**src/rtl/pcm_sfs_pkg.sv**
```systemverilog
package pcm_sfs_pkg;

    typedef enum logic [1:0] {
        TX_IDLE  = 2'd0,
        TX_ARM   = 2'd1,
        TX_SHIFT = 2'd2
    } tx_state_e;

    typedef enum logic {
        RX_IDLE  = 1'b0,
        RX_SHIFT = 1'b1
    } rx_state_e;

    // bit positions of the sampled input bundle
    localparam int IN_BCLK  = 0;
    localparam int IN_TXS   = 1;
    localparam int IN_RXS   = 2;
    localparam int IN_SDI   = 3;
    localparam int IN_COUNT = 4;

endpackage

```
**src/rtl/pcm_sfs_insync.sv**
```systemverilog
module pcm_sfs_insync #(
    parameter int N      = 4,
    parameter int STAGES = 2
) (
    input  logic         clk,
    input  logic         rst_n,
    input  logic [N-1:0] raw_i,
    output logic [N-1:0] level_o,
    output logic [N-1:0] rise_o,
    output logic [N-1:0] fall_o
);

    logic [STAGES-1:0][N-1:0] stage_q;
    logic [N-1:0]             prev_q;

    always_ff @(posedge clk or negedge rst_n) begin
        if (!rst_n) begin
            stage_q <= '0;
            prev_q  <= '0;
        end else begin
            stage_q[0] <= raw_i;
            for (int s = 1; s < STAGES; s++) begin
                stage_q[s] <= stage_q[s-1];
            end
            prev_q <= stage_q[STAGES-1];
        end
    end

    assign level_o = stage_q[STAGES-1];

    generate
        for (genvar b = 0; b < N; b++) begin : g_edge
            assign rise_o[b] =  level_o[b] & ~prev_q[b];
            assign fall_o[b] = ~level_o[b] &  prev_q[b];
        end
    endgenerate

endmodule

```
**src/rtl/pcm_sfs_tx.sv**
```systemverilog
module pcm_sfs_tx
    import pcm_sfs_pkg::*;
#(
    parameter int WORD_W = 8
) (
    input  logic              clk,
    input  logic              rst_n,
    input  logic              pwr_save_i,
    input  logic              bclk_lvl_i,
    input  logic              bclk_rise_i,
    input  logic              sync_rise_i,
    input  logic [WORD_W-1:0] byte_i,
    output logic              sdo_low_o
);

    localparam int CNT_W = (WORD_W > 1) ? $clog2(WORD_W) : 1;
    localparam logic [CNT_W-1:0] LAST_BIT = CNT_W'(WORD_W - 1);

    tx_state_e         state_q, state_d;
    logic [CNT_W-1:0]  idx_q, idx_d;
    logic [WORD_W-1:0] sh_q, sh_d;

    // state register
    always_ff @(posedge clk or negedge rst_n) begin
        if (!rst_n) begin
            state_q <= TX_IDLE;
            idx_q   <= '0;
            sh_q    <= '0;
        end else begin
            state_q <= state_d;
            idx_q   <= idx_d;
            sh_q    <= sh_d;
        end
    end

    // next state
    always_comb begin
        state_d = state_q;
        idx_d   = idx_q;
        sh_d    = sh_q;
        if (pwr_save_i) begin
            state_d = TX_IDLE;
            idx_d   = '0;
        end else if (sync_rise_i) begin
            sh_d    = byte_i;
            idx_d   = '0;
            state_d = bclk_lvl_i ? TX_SHIFT : TX_ARM;
        end else begin
            unique case (state_q)
                TX_IDLE: state_d = TX_IDLE;
                TX_ARM: begin
                    if (bclk_rise_i) begin
                        state_d = TX_SHIFT;
                        idx_d   = '0;
                    end
                end
                TX_SHIFT: begin
                    if (bclk_rise_i) begin
                        if (idx_q == LAST_BIT) begin
                            state_d = TX_IDLE;
                        end else begin
                            idx_d = idx_q + CNT_W'(1);
                            sh_d  = {sh_q[WORD_W-2:0], 1'b1};
                        end
                    end
                end
                default: state_d = TX_IDLE;
            endcase
        end
    end

    // outputs
    always_comb begin
        sdo_low_o = (state_q == TX_SHIFT) && !sh_q[WORD_W-1];
    end


    tx_pwr_release_chk: assert property (@(posedge clk) disable iff (!rst_n)
        pwr_save_i |=> !sdo_low_o);


    tx_arm_hold_chk: assert property (@(posedge clk) disable iff (!rst_n)
        (state_q == TX_ARM && !bclk_rise_i && !sync_rise_i && !pwr_save_i)
        |=> (state_q == TX_ARM && !sdo_low_o));


    tx_bit_hold_chk: assert property (@(posedge clk) disable iff (!rst_n)
        (state_q == TX_SHIFT && !bclk_rise_i && !sync_rise_i && !pwr_save_i)
        |=> $stable(sdo_low_o));


    tx_launch_chk: assert property (@(posedge clk) disable iff (!rst_n)
        (sync_rise_i && bclk_lvl_i && !pwr_save_i) |=> (sdo_low_o == !$past(byte_i[WORD_W-1])));

endmodule

```
**src/rtl/pcm_sfs_rx.sv**
```systemverilog
module pcm_sfs_rx
    import pcm_sfs_pkg::*;
#(
    parameter int WORD_W = 8
) (
    input  logic              clk,
    input  logic              rst_n,
    input  logic              pwr_save_i,
    input  logic              bclk_fall_i,
    input  logic              sync_rise_i,
    input  logic              sdi_i,
    output logic [WORD_W-1:0] byte_o,
    output logic              valid_o
);

    localparam int CNT_W = (WORD_W > 1) ? $clog2(WORD_W) : 1;
    localparam logic [CNT_W-1:0] LAST_BIT = CNT_W'(WORD_W - 1);

    rx_state_e         state_q, state_d;
    logic [CNT_W-1:0]  cnt_q, cnt_d;
    logic [WORD_W-1:0] sh_q, sh_d;
    logic [WORD_W-1:0] word_q, word_d;
    logic              valid_q, valid_d;

    // state register
    always_ff @(posedge clk or negedge rst_n) begin
        if (!rst_n) begin
            state_q <= RX_IDLE;
            cnt_q   <= '0;
            sh_q    <= '0;
            word_q  <= '0;
            valid_q <= 1'b0;
        end else begin
            state_q <= state_d;
            cnt_q   <= cnt_d;
            sh_q    <= sh_d;
            word_q  <= word_d;
            valid_q <= valid_d;
        end
    end

    // next state
    always_comb begin
        state_d = state_q;
        cnt_d   = cnt_q;
        sh_d    = sh_q;
        word_d  = word_q;
        valid_d = 1'b0;
        if (pwr_save_i) begin
            state_d = RX_IDLE;
            cnt_d   = '0;
        end else if (sync_rise_i) begin
            state_d = RX_SHIFT;
            cnt_d   = '0;
        end else begin
            unique case (state_q)
                RX_IDLE: state_d = RX_IDLE;
                RX_SHIFT: begin
                    if (bclk_fall_i) begin
                        sh_d = {sh_q[WORD_W-2:0], sdi_i};
                        if (cnt_q == LAST_BIT) begin
                            word_d  = sh_d;
                            valid_d = 1'b1;
                            state_d = RX_IDLE;
                        end else begin
                            cnt_d = cnt_q + CNT_W'(1);
                        end
                    end
                end
                default: state_d = RX_IDLE;
            endcase
        end
    end

    // outputs
    always_comb begin
        byte_o  = word_q;
        valid_o = valid_q;
    end


    rx_single_pulse_chk: assert property (@(posedge clk) disable iff (!rst_n)
        valid_o |=> !valid_o);


    rx_on_fall_chk: assert property (@(posedge clk) disable iff (!rst_n)
        valid_o |-> $past(bclk_fall_i));


    rx_restart_chk: assert property (@(posedge clk) disable iff (!rst_n)
        (sync_rise_i && !pwr_save_i) |=> (state_q == RX_SHIFT && cnt_q == '0 && !valid_o));


    rx_pwr_quiet_chk: assert property (@(posedge clk) disable iff (!rst_n)
        pwr_save_i |=> (!valid_o && $stable(byte_o)));

endmodule

```
**src/rtl/pcm_sfs_port.sv**
```systemverilog
module pcm_sfs_port
    import pcm_sfs_pkg::*;
#(
    parameter int WORD_W      = 8,
    parameter int SYNC_STAGES = 2
) (
    input  logic              clk,
    input  logic              rst_n,
    input  logic              pwr_save_i,
    input  logic              bclk_i,
    input  logic              tx_sync_i,
    input  logic              rx_sync_i,
    input  logic              sdi_i,
    input  logic [WORD_W-1:0] tx_byte_i,
    output logic              sdo_low_o,
    output logic [WORD_W-1:0] rx_byte_o,
    output logic              rx_valid_o
);

    logic [IN_COUNT-1:0] raw;
    logic [IN_COUNT-1:0] lvl;
    logic [IN_COUNT-1:0] rise;
    logic [IN_COUNT-1:0] fall;

    always_comb begin
        raw          = '0;
        raw[IN_BCLK] = bclk_i;
        raw[IN_TXS]  = tx_sync_i;
        raw[IN_RXS]  = rx_sync_i;
        raw[IN_SDI]  = sdi_i;
    end

    pcm_sfs_insync #(
        .N      (IN_COUNT),
        .STAGES (SYNC_STAGES)
    ) u_insync (
        .clk     (clk),
        .rst_n   (rst_n),
        .raw_i   (raw),
        .level_o (lvl),
        .rise_o  (rise),
        .fall_o  (fall)
    );

    pcm_sfs_tx #(
        .WORD_W (WORD_W)
    ) u_tx (
        .clk         (clk),
        .rst_n       (rst_n),
        .pwr_save_i  (pwr_save_i),
        .bclk_lvl_i  (lvl[IN_BCLK]),
        .bclk_rise_i (rise[IN_BCLK]),
        .sync_rise_i (rise[IN_TXS]),
        .byte_i      (tx_byte_i),
        .sdo_low_o   (sdo_low_o)
    );

    pcm_sfs_rx #(
        .WORD_W (WORD_W)
    ) u_rx (
        .clk         (clk),
        .rst_n       (rst_n),
        .pwr_save_i  (pwr_save_i),
        .bclk_fall_i (fall[IN_BCLK]),
        .sync_rise_i (rise[IN_RXS]),
        .sdi_i       (lvl[IN_SDI]),
        .byte_o      (rx_byte_o),
        .valid_o     (rx_valid_o)
    );

    logic unused_edges;
    assign unused_edges = ^{lvl[IN_TXS], lvl[IN_RXS], rise[IN_SDI],
                            fall[IN_TXS], fall[IN_RXS], fall[IN_SDI]};


    port_reset_quiet_chk: assert property (@(posedge clk)
        !rst_n |=> (!sdo_low_o && !rx_valid_o));

endmodule

```
**config.mk**
```make
export PLATFORM = sky130hd
export DESIGN_NAME = pcm_sfs_port
export DESIGN_NICKNAME = d
export VERILOG_FILES = /design/src/rtl/pcm_sfs_pkg.sv /design/src/rtl/pcm_sfs_insync.sv /design/src/rtl/pcm_sfs_tx.sv /design/src/rtl/pcm_sfs_rx.sv /design/src/rtl/pcm_sfs_port.sv
export SDC_FILE = /design/constraint.sdc
export NUM_CORES = 1
export LEC_CHECK = 0
export ABC_CLOCK_PERIOD_IN_PS = 1800
export BUFFER_PORTS_ARGS = -buffer_cell sky130_fd_sc_hd__buf_4
export CAP_MARGIN = 20
export CORE_MARGIN = 1.5
export CORE_UTILIZATION = 40
export CTS_CLUSTER_SIZE = 14
export DETAILED_ROUTE_END_ITERATION = 7
export GPL_ROUTABILITY_DRIVEN = 0
export GPL_TIMING_DRIVEN = 1
export SLEW_MARGIN = 20
export SYNTH_ARGS = -nofsm -noshare
export SYNTH_HDL_FRONTEND = slang
export SYNTH_SLANG_ARGS = --single-unit
```
**constraint.sdc**
```tcl
create_clock -name clk -period 1.8 [get_ports clk]
set_clock_uncertainty 0.1 [all_clocks]
set_input_delay 0.27 -clock clk [delete_from_list [all_inputs] [get_ports clk]]
set_output_delay 0.27 -clock clk [all_outputs]
set_load 0.05 [all_outputs]
```
==> results of run 1 <==
[routing by layer]
metal	vias to the layer above	track usage, %
li1	612	-
met1	651	19.7
met2	25	25.0
met3	4	4.36
met4	0	4.40
met5	-	0
[kinds of logic after synthesis]
family,share of synthesized area [%]
muxes,9.04
AOI/OAI and AO/OA,12.1
adders and majority gates,2.68
and+or+nand+nor,15.1
DFF,58.9
buffers and inverters,1.67
xor gates and xnor gates,0.469
[power by group through the flow]
stage	sequential (mW)	clock (mW)	combinational (mW)
floorplan	1.10	0	0.120
global placement	1.11	0	0.187
detailed placement	1.11	0	0.194
CTS	1.09	0.750	0.213
global route	1.11	0.790	0.238
finish	1.09	0.731	0.218
[worst max-delay path: cells and delay by family, from the launching register on]
kind | cells | cell delay [ps]
AND/OR/NAND/NOR | 2 | 590
flip-flops | 1 | 400
adder cells (fa/ha/maj) | 2 | 370
AO/OA/AOI/OAI | 1 | 250
[registers in the layout, summed over array words and instances (netlist names)]
signal,flops
u_rx.valid_o,1
u_rx.cnt_q,3
u_tx.sh_q,8
u_tx.idx_q,3
u_rx.state_q,1
u_rx.byte_o,8
u_insync.level_o,4
u_rx.sh_q,7
u_insync.prev_q,3
u_tx.state_q,2
u_insync.stage_q,4
[layout make-up]
class / instances / area, µm²
fillers: 386 / 1990
flip-flops and latches: 44 / 1100
multi-input cells: 94 / 806
repair buffers: 43 / 339
clock buffers: 6 / 72.6
well taps: 52 / 65.1
clock inverters: 2 / 35.0
inverters: 1 / 3.75
[path summary, 6_finish.rpt]
kind | startpoint | endpoint | slack (ps)
min reg2reg | u_insync.stage_q[0] | u_insync.level_o[0] | 250
max in group asynchronous | rst_n | u_tx.sh_q[3] | 830
min in group asynchronous | rst_n | u_rx.sh_q[1] | 400
max | u_tx.idx_q[1] | u_tx.sh_q[7] | -20
min | pwr_save_i | u_rx.state_q | 140
max reg2reg | u_tx.idx_q[1] | u_tx.sh_q[7] | -20
[through the flow]
step | cells | hold WS (ps) | setup slack, ps
after detailed placement | 225 | 192 | -111
after floorplan | 144 | -126 | 0.00966
after global routing | 242 | 141 | -87.1
final | 242 | 138 | -15.6
after global placement | 225 | 186 | -56.2
after CTS | 239 | 129 | -8.61
[placed cells by master, fill, tap and decap left out, drive strengths merged, types with 2 or more instances in the layout]
cell type    synthesis  final
nand3                2      2
o221a                7      7
clkbuf               4      6
o21ai                2      2
mux2                15     15
o311ai               3      3
nor2b               10     10
buf                  1     38
nand2b               5      5
dfrtp               44     44
dlygate4sd3          0      5
nor2                13     13
a21oi               14     14
nand2                3      3
nand3b               2      2
ha                   4      4
[repair_timing]
action,in CTS,in global routing
cloned,0,1
pin swaps,3,2
resized for setup,3,10
setup buffers,1,2
setup endpoints to repair,7,17
hold endpoints to repair,48,0
hold buffers,5,0
==> impl_results.rst, run 1 <==
.. list-table::
   :header-rows: 1

   * - Metric
     - Value
   * - Violations in the final reports
     - negative setup slack
   * - Total clock buffers created by CTS
     - 5
   * - Total negative slack for setup checks
     - -35.9 ps
   * - Net switching power
     - 0.466 mW
   * - RSZ-0062 raised after global routing
     - true
   * - Yosys top cell by area
     - sky130_fd_sc_hd__dfrtp_1
   * - Share of the synthesized area in the top cell type
     - 58.9%
   * - Slowest stage cell, crit path
     - sky130_fd_sc_hd__or4b_4
   * - Static Leak
     - 1.13 nW
   * - Share of synthesized registers carrying an async set or reset
     - 100%
   * - Largest stage delay, worst path
     - 530 ps
   * - Total placed instance area
     - 2180 µm²
   * - Total wirelength of the detailed-routed design
     - 3.62 mm
   * - First-pass GRT wire length
     - 6.09 mm
   * - Master cell of the clock root buffer
     - sky130_fd_sc_hd__clkbuf_8
   * - Clock slew seen by the registers of the worst setup and hold paths
     - 80 ps
   * - Number of I/O port buffers
     - 24
   * - Peak supply drop
     - 0.505 mV
   * - Maximum level of the CTS H-tree
     - 2
   * - Floorplan die area
     - 5090 µm²
   * - Remaining max-slew budget at the tightest pin
     - 64.0%
   * - Post-route cell area
     - 2420 µm²
   * - Routed wire length per instance
     - 14.9 µm
   * - Cells after synthesis
     - 144
   * - Total chip power
     - 2.04 mW
   * - Final core utilization
     - 54.9%
   * - Metal-1 WL
     - 1.67 mm
   * - Net count after synthesis
     - 163
   * - Mean Syn Cell Area
     - 13.0 µm²
   * - Unique cell type count in the Yosys netlist
     - 33
   * - Flip-flop and latch count after synthesis
     - 44
   * - Clock network latency to the later pin of the worst-skew pair
     - 290 ps
   * - CP required
     - 1880 ps
   * - Number of warnings printed during yosys synthesis
     - 0
   * - Met2 WL
     - 1.79 mm
   * - Area of the core
     - 4410 µm²
   * - Transition time at the pin with the least slew margin
     - 539 ps
   * - Max-cap viol count
     - 0
   * - PwrDens
     - 844 nW/µm²
   * - Cells taking the most area after synthesis
     - sky130_fd_sc_hd__dfrtp_1 (59%), sky130_fd_sc_hd__mux2_2 (9.0%), sky130_fd_sc_hd__a21oi_1 (3.8%)
   * - DRC violations left
     - 0
   * - Hold crit path type
     - input port to flip-flop
   * - Cell chain of the critical path
     - ha_2 > ha_4 > nor2_2 > or4b_4 > o221a_2
   * - Count of clock tree sinks
     - 44
   * - Final hold vios
     - 0
   * - Std-Cell Rows
     - 24
   * - Setup WS post-layout
     - -15.6 ps
   * - Sequential element share of the synthesized area
     - 58.9%
   * - Die height
     - 71.3 µm
   * - Gr ovfl total
     - 0
   * - TritonCTS clock tree
     - done
   * - Highest clock frequency the design can meet
     - 551 MHz
   * - Power share of the sequential group
     - 53.6%
   * - Final Net Count
     - 208
   * - Comb pwr share
     - 10.7%
   * - Ant diodes
     - 0
   * - Net Sw Frac
     - 22.8%
   * - Uppermost metal layer occupied by signal nets
     - met4
   * - Cell depth of the worst flop-to-flop path
     - 5
   * - Final count of negative-setup-slack endpoints
     - 4
   * - Via count
     - 1292
   * - DP HPWL
     - 2.41 mm
   * - Top_reg_cell synth
     - sky130_fd_sc_hd__dfrtp_1
   * - Number of buffers on the longest clock path
     - 2
   * - Initial antenna violation count
     - 0
   * - Via count of the first global-routing pass
     - 1359
   * - Top post-synthesis cells by count
     - sky130_fd_sc_hd__dfrtp_1 (44), sky130_fd_sc_hd__mux2_2 (15), sky130_fd_sc_hd__a21oi_1 (14)
   * - Final Critical Period
     - 1820 ps
   * - Io pins
     - 25
   * - Aggregate global-route resource usage
     - 15.2%
   * - Endpoint arrival time on the critical path
     - 1890 ps
   * - Area growth from synthesis to layout
     - 29.7%
   * - Kind of capture point of the worst setup path
     - flip-flop
   * - Die X
     - 71.3 µm
   * - Average via count per standard cell
     - 5.34
   * - Largest net degree at the start of global routing
     - 45
   * - Area of the mapped netlist
     - 1870 µm²
   * - Status
     - complete, but fails checks
   * - Final number of max-transition violations
     - 0
   * - Initial drt markers
     - 41
   * - Most frequent cell after synthesis
     - sky130_fd_sc_hd__dfrtp_1
   * - Relative contribution of the clock network to total power
     - 35.8%
   * - Fraction of final layout cells sized beyond drive strength 1
     - 41.6%
   * - Metal3 WL
     - 113 µm
   * - Number of detailed-route iterations in the first pass
     - 4
   * - Starting density of the core
     - 42.3%
   * - Antenna-violating nets left
     - 0
   * - Number of enable-type register cells in the synthesized netlist
     - 0
   * - Crit share post-route
     - 101%
   * - Worst-path maximum fanout
     - 7
   * - Type of element launching the critical path
     - flip-flop
   * - Number of cells traversed by the worst hold path
     - 2
   * - Internal Pwr Total
     - 1.58 mW
   * - Path type of the worst setup path
     - flip-flop to flip-flop
Power figures use the tool's default switching activity.
==> run 2: changes to the inputs <==
CORE_ASPECT_RATIO = 0.6   (was not set)
==> impl_results.rst, run 2 (synthesis gave the netlist of run 1 again) <==
.. list-table::
   :header-rows: 1

   * - Metric
     - Value
   * - Final Critical Period
     - 1820 ps
   * - Net Sw Frac
     - 23.1%
   * - Gr ovfl total
     - 0
   * - Power share of the sequential group
     - 53.4%
   * - Via count
     - 1308
   * - Std-Cell Rows
     - 19
   * - Post-route cell area
     - 2460 µm²
   * - Transition time at the pin with the least slew margin
     - 537 ps
   * - Worst-path maximum fanout
     - 7
   * - Total wirelength of the detailed-routed design
     - 3.80 mm
   * - Remaining max-slew budget at the tightest pin
     - 64.2%
   * - Type of element launching the critical path
     - flip-flop
   * - Initial antenna violation count
     - 0
   * - Worst slack at placement
     - -110 ps
   * - Die X
     - 91.2 µm
   * - Commonest cells after routing, fill and taps aside
     - sky130_fd_sc_hd__dfrtp_1 (44), sky130_fd_sc_hd__buf_4 (36), sky130_fd_sc_hd__mux2_2 (15)
   * - Comb pwr share
     - 11.1%
   * - Average via count per standard cell
     - 5.19
   * - Clock slew seen by the registers of the worst setup and hold paths
     - 80 ps
   * - Hold Worst Slack
     - 242 ps
   * - Aggregate global-route resource usage
     - 16.0%
   * - DP HPWL
     - 2.57 mm
   * - GRT met3 Usage
     - 4.64%
   * - Max-cap viol count
     - 0
   * - Fraction of final layout cells sized beyond drive strength 1
     - 40.7%
   * - Starting density of the core
     - 41.1%
   * - Clock network latency to the later pin of the worst-skew pair
     - 290 ps
   * - Largest net degree at the start of global routing
     - 45
   * - Maximum level of the CTS H-tree
     - 2
   * - Final hold vios
     - 0
   * - Total clock buffers created by CTS
     - 5
   * - CP required
     - 1890 ps
   * - Initial drt markers
     - 50
   * - Floorplan die area
     - 5100 µm²
   * - GR met1 Demand/Resource
     - 22.6%
   * - Final number of max-transition violations
     - 0
   * - Static Leak
     - 1.13 nW
   * - Path type of the worst setup path
     - flip-flop to flip-flop
   * - Via count of the first global-routing pass
     - 1343
   * - Total placed instance area
     - 2190 µm²
   * - Setup WS post-layout
     - -20.3 ps
   * - Most utilized layer in the global route result
     - met2
   * - Antenna-violating nets left
     - 0
   * - TritonCTS clock tree
     - done
   * - Final count of negative-setup-slack endpoints
     - 7
   * - RSZ-0062 raised after global routing
     - true
   * - Total chip power
     - 2.07 mW
   * - Relative contribution of the clock network to total power
     - 35.5%
   * - Final Net Count
     - 207
   * - Internal Pwr Total
     - 1.59 mW
   * - Kind of capture point of the worst setup path
     - flip-flop
   * - Count of clock tree sinks
     - 44
   * - Met2 capacity usage during global routing
     - 23.1%
   * - First-pass GRT wire length
     - 6.24 mm
   * - Leading cell type in the layout, fill and taps excluded
     - sky130_fd_sc_hd__dfrtp_1
   * - Die height
     - 55.9 µm
   * - Io pins
     - 25
   * - Final core utilization
     - 54.1%
   * - Endpoint arrival time on the critical path
     - 1910 ps
   * - Crit share post-route
     - 101%
   * - Area growth from synthesis to layout
     - 31.5%
   * - PwrDens
     - 841 nW/µm²
   * - Violations in the final reports
     - negative setup slack
   * - Status
     - complete, but fails checks
   * - Area of the core
     - 4540 µm²
   * - Highest clock frequency the design can meet
     - 549 MHz
   * - Number of buffers on the longest clock path
     - 2
   * - Hold crit path type
     - input port to flip-flop
   * - Master cell of the clock root buffer
     - sky130_fd_sc_hd__clkbuf_8
   * - Number of detailed-route iterations in the first pass
     - 4
   * - Ant diodes
     - 0
   * - Number of I/O port buffers
     - 24
   * - Routed wire length per instance
     - 15.1 µm
   * - DRC violations left
     - 0
   * - Peak supply drop
     - 0.509 mV
   * - Net switching power
     - 0.478 mW
==> run 2: stage by stage <==
stage,setup TNS (ps),std cells
5_1_grt,-462,252
3_3_place_gp,-300,236
2_1_floorplan,0,144
4_1_cts,-3.53,250
6_report,-116,252
3_5_place_dp,-749,236
==> run 2: worst paths after layout <==
check | end | startpoint | slack (ps) | depth (start not counted)
max | u_tx.sh_q[6] | u_tx.idx_q[1] | -20 | 5
min | u_rx.cnt_q[2] | pwr_save_i | 240 | 3
max reg2reg | u_tx.sh_q[6] | u_tx.idx_q[1] | -20 | 5
min reg2reg | u_insync.level_o[1] | u_insync.stage_q[1] | 260 | 0
max in group asynchronous | u_tx.sh_q[0] | rst_n | 840 | 2
min in group asynchronous | u_tx.sh_q[5] | rst_n | 390 | 2
==> run 2: final cells by class <==
cell class / instances / area [µm²]
clock buffer: 6 / 72.6
sequential: 44 / 1100
tap: 63 / 78.8
multi-input combinational: 94 / 833
fill: 389 / 2080
timing repair buffer: 42 / 332
clock inverter: 2 / 35.0
inverter: 1 / 3.75
==> run 2: worst max-delay path, cell delays in order (launching register included) <==
cell and delay, ps:
sky130_fd_sc_hd__dfrtp_1 400, sky130_fd_sc_hd__ha_2 210, sky130_fd_sc_hd__ha_4 170, sky130_fd_sc_hd__nor2_4 60, sky130_fd_sc_hd__or4b_4 540, sky130_fd_sc_hd__o221a_4 240
==> run 2: routing by layer <==
layer	part of all wire (%)	vias to the layer above
met4	1.4	0
met2	45	23
met5	0	-
met1	50	668
li1	-	609
met3	3.0	8
==> run 2: timing repair <==
| action | CTS | global route |
|---|---|---|
| buffers inserted | 1 | 1 |
| hold buffers | 5 | 0 |
| cloned | 0 | 1 |
| setup endpoints to repair | 15 | 16 |
| hold endpoints to repair | 48 | 0 |
| gates resized for setup | 3 | 12 |
| pin swaps | 1 | 4 |
==> run 2: power groups by stage <==
stage / combinational (mW) / sequential, mW / clock, mW
after floorplan: 0.120 / 1.10 / 0
after CTS: 0.208 / 1.09 / 0.756
final: 0.230 / 1.10 / 0.733
after global placement: 0.187 / 1.11 / 0
after global routing: 0.253 / 1.11 / 0.804
after detailed placement: 0.195 / 1.11 / 0
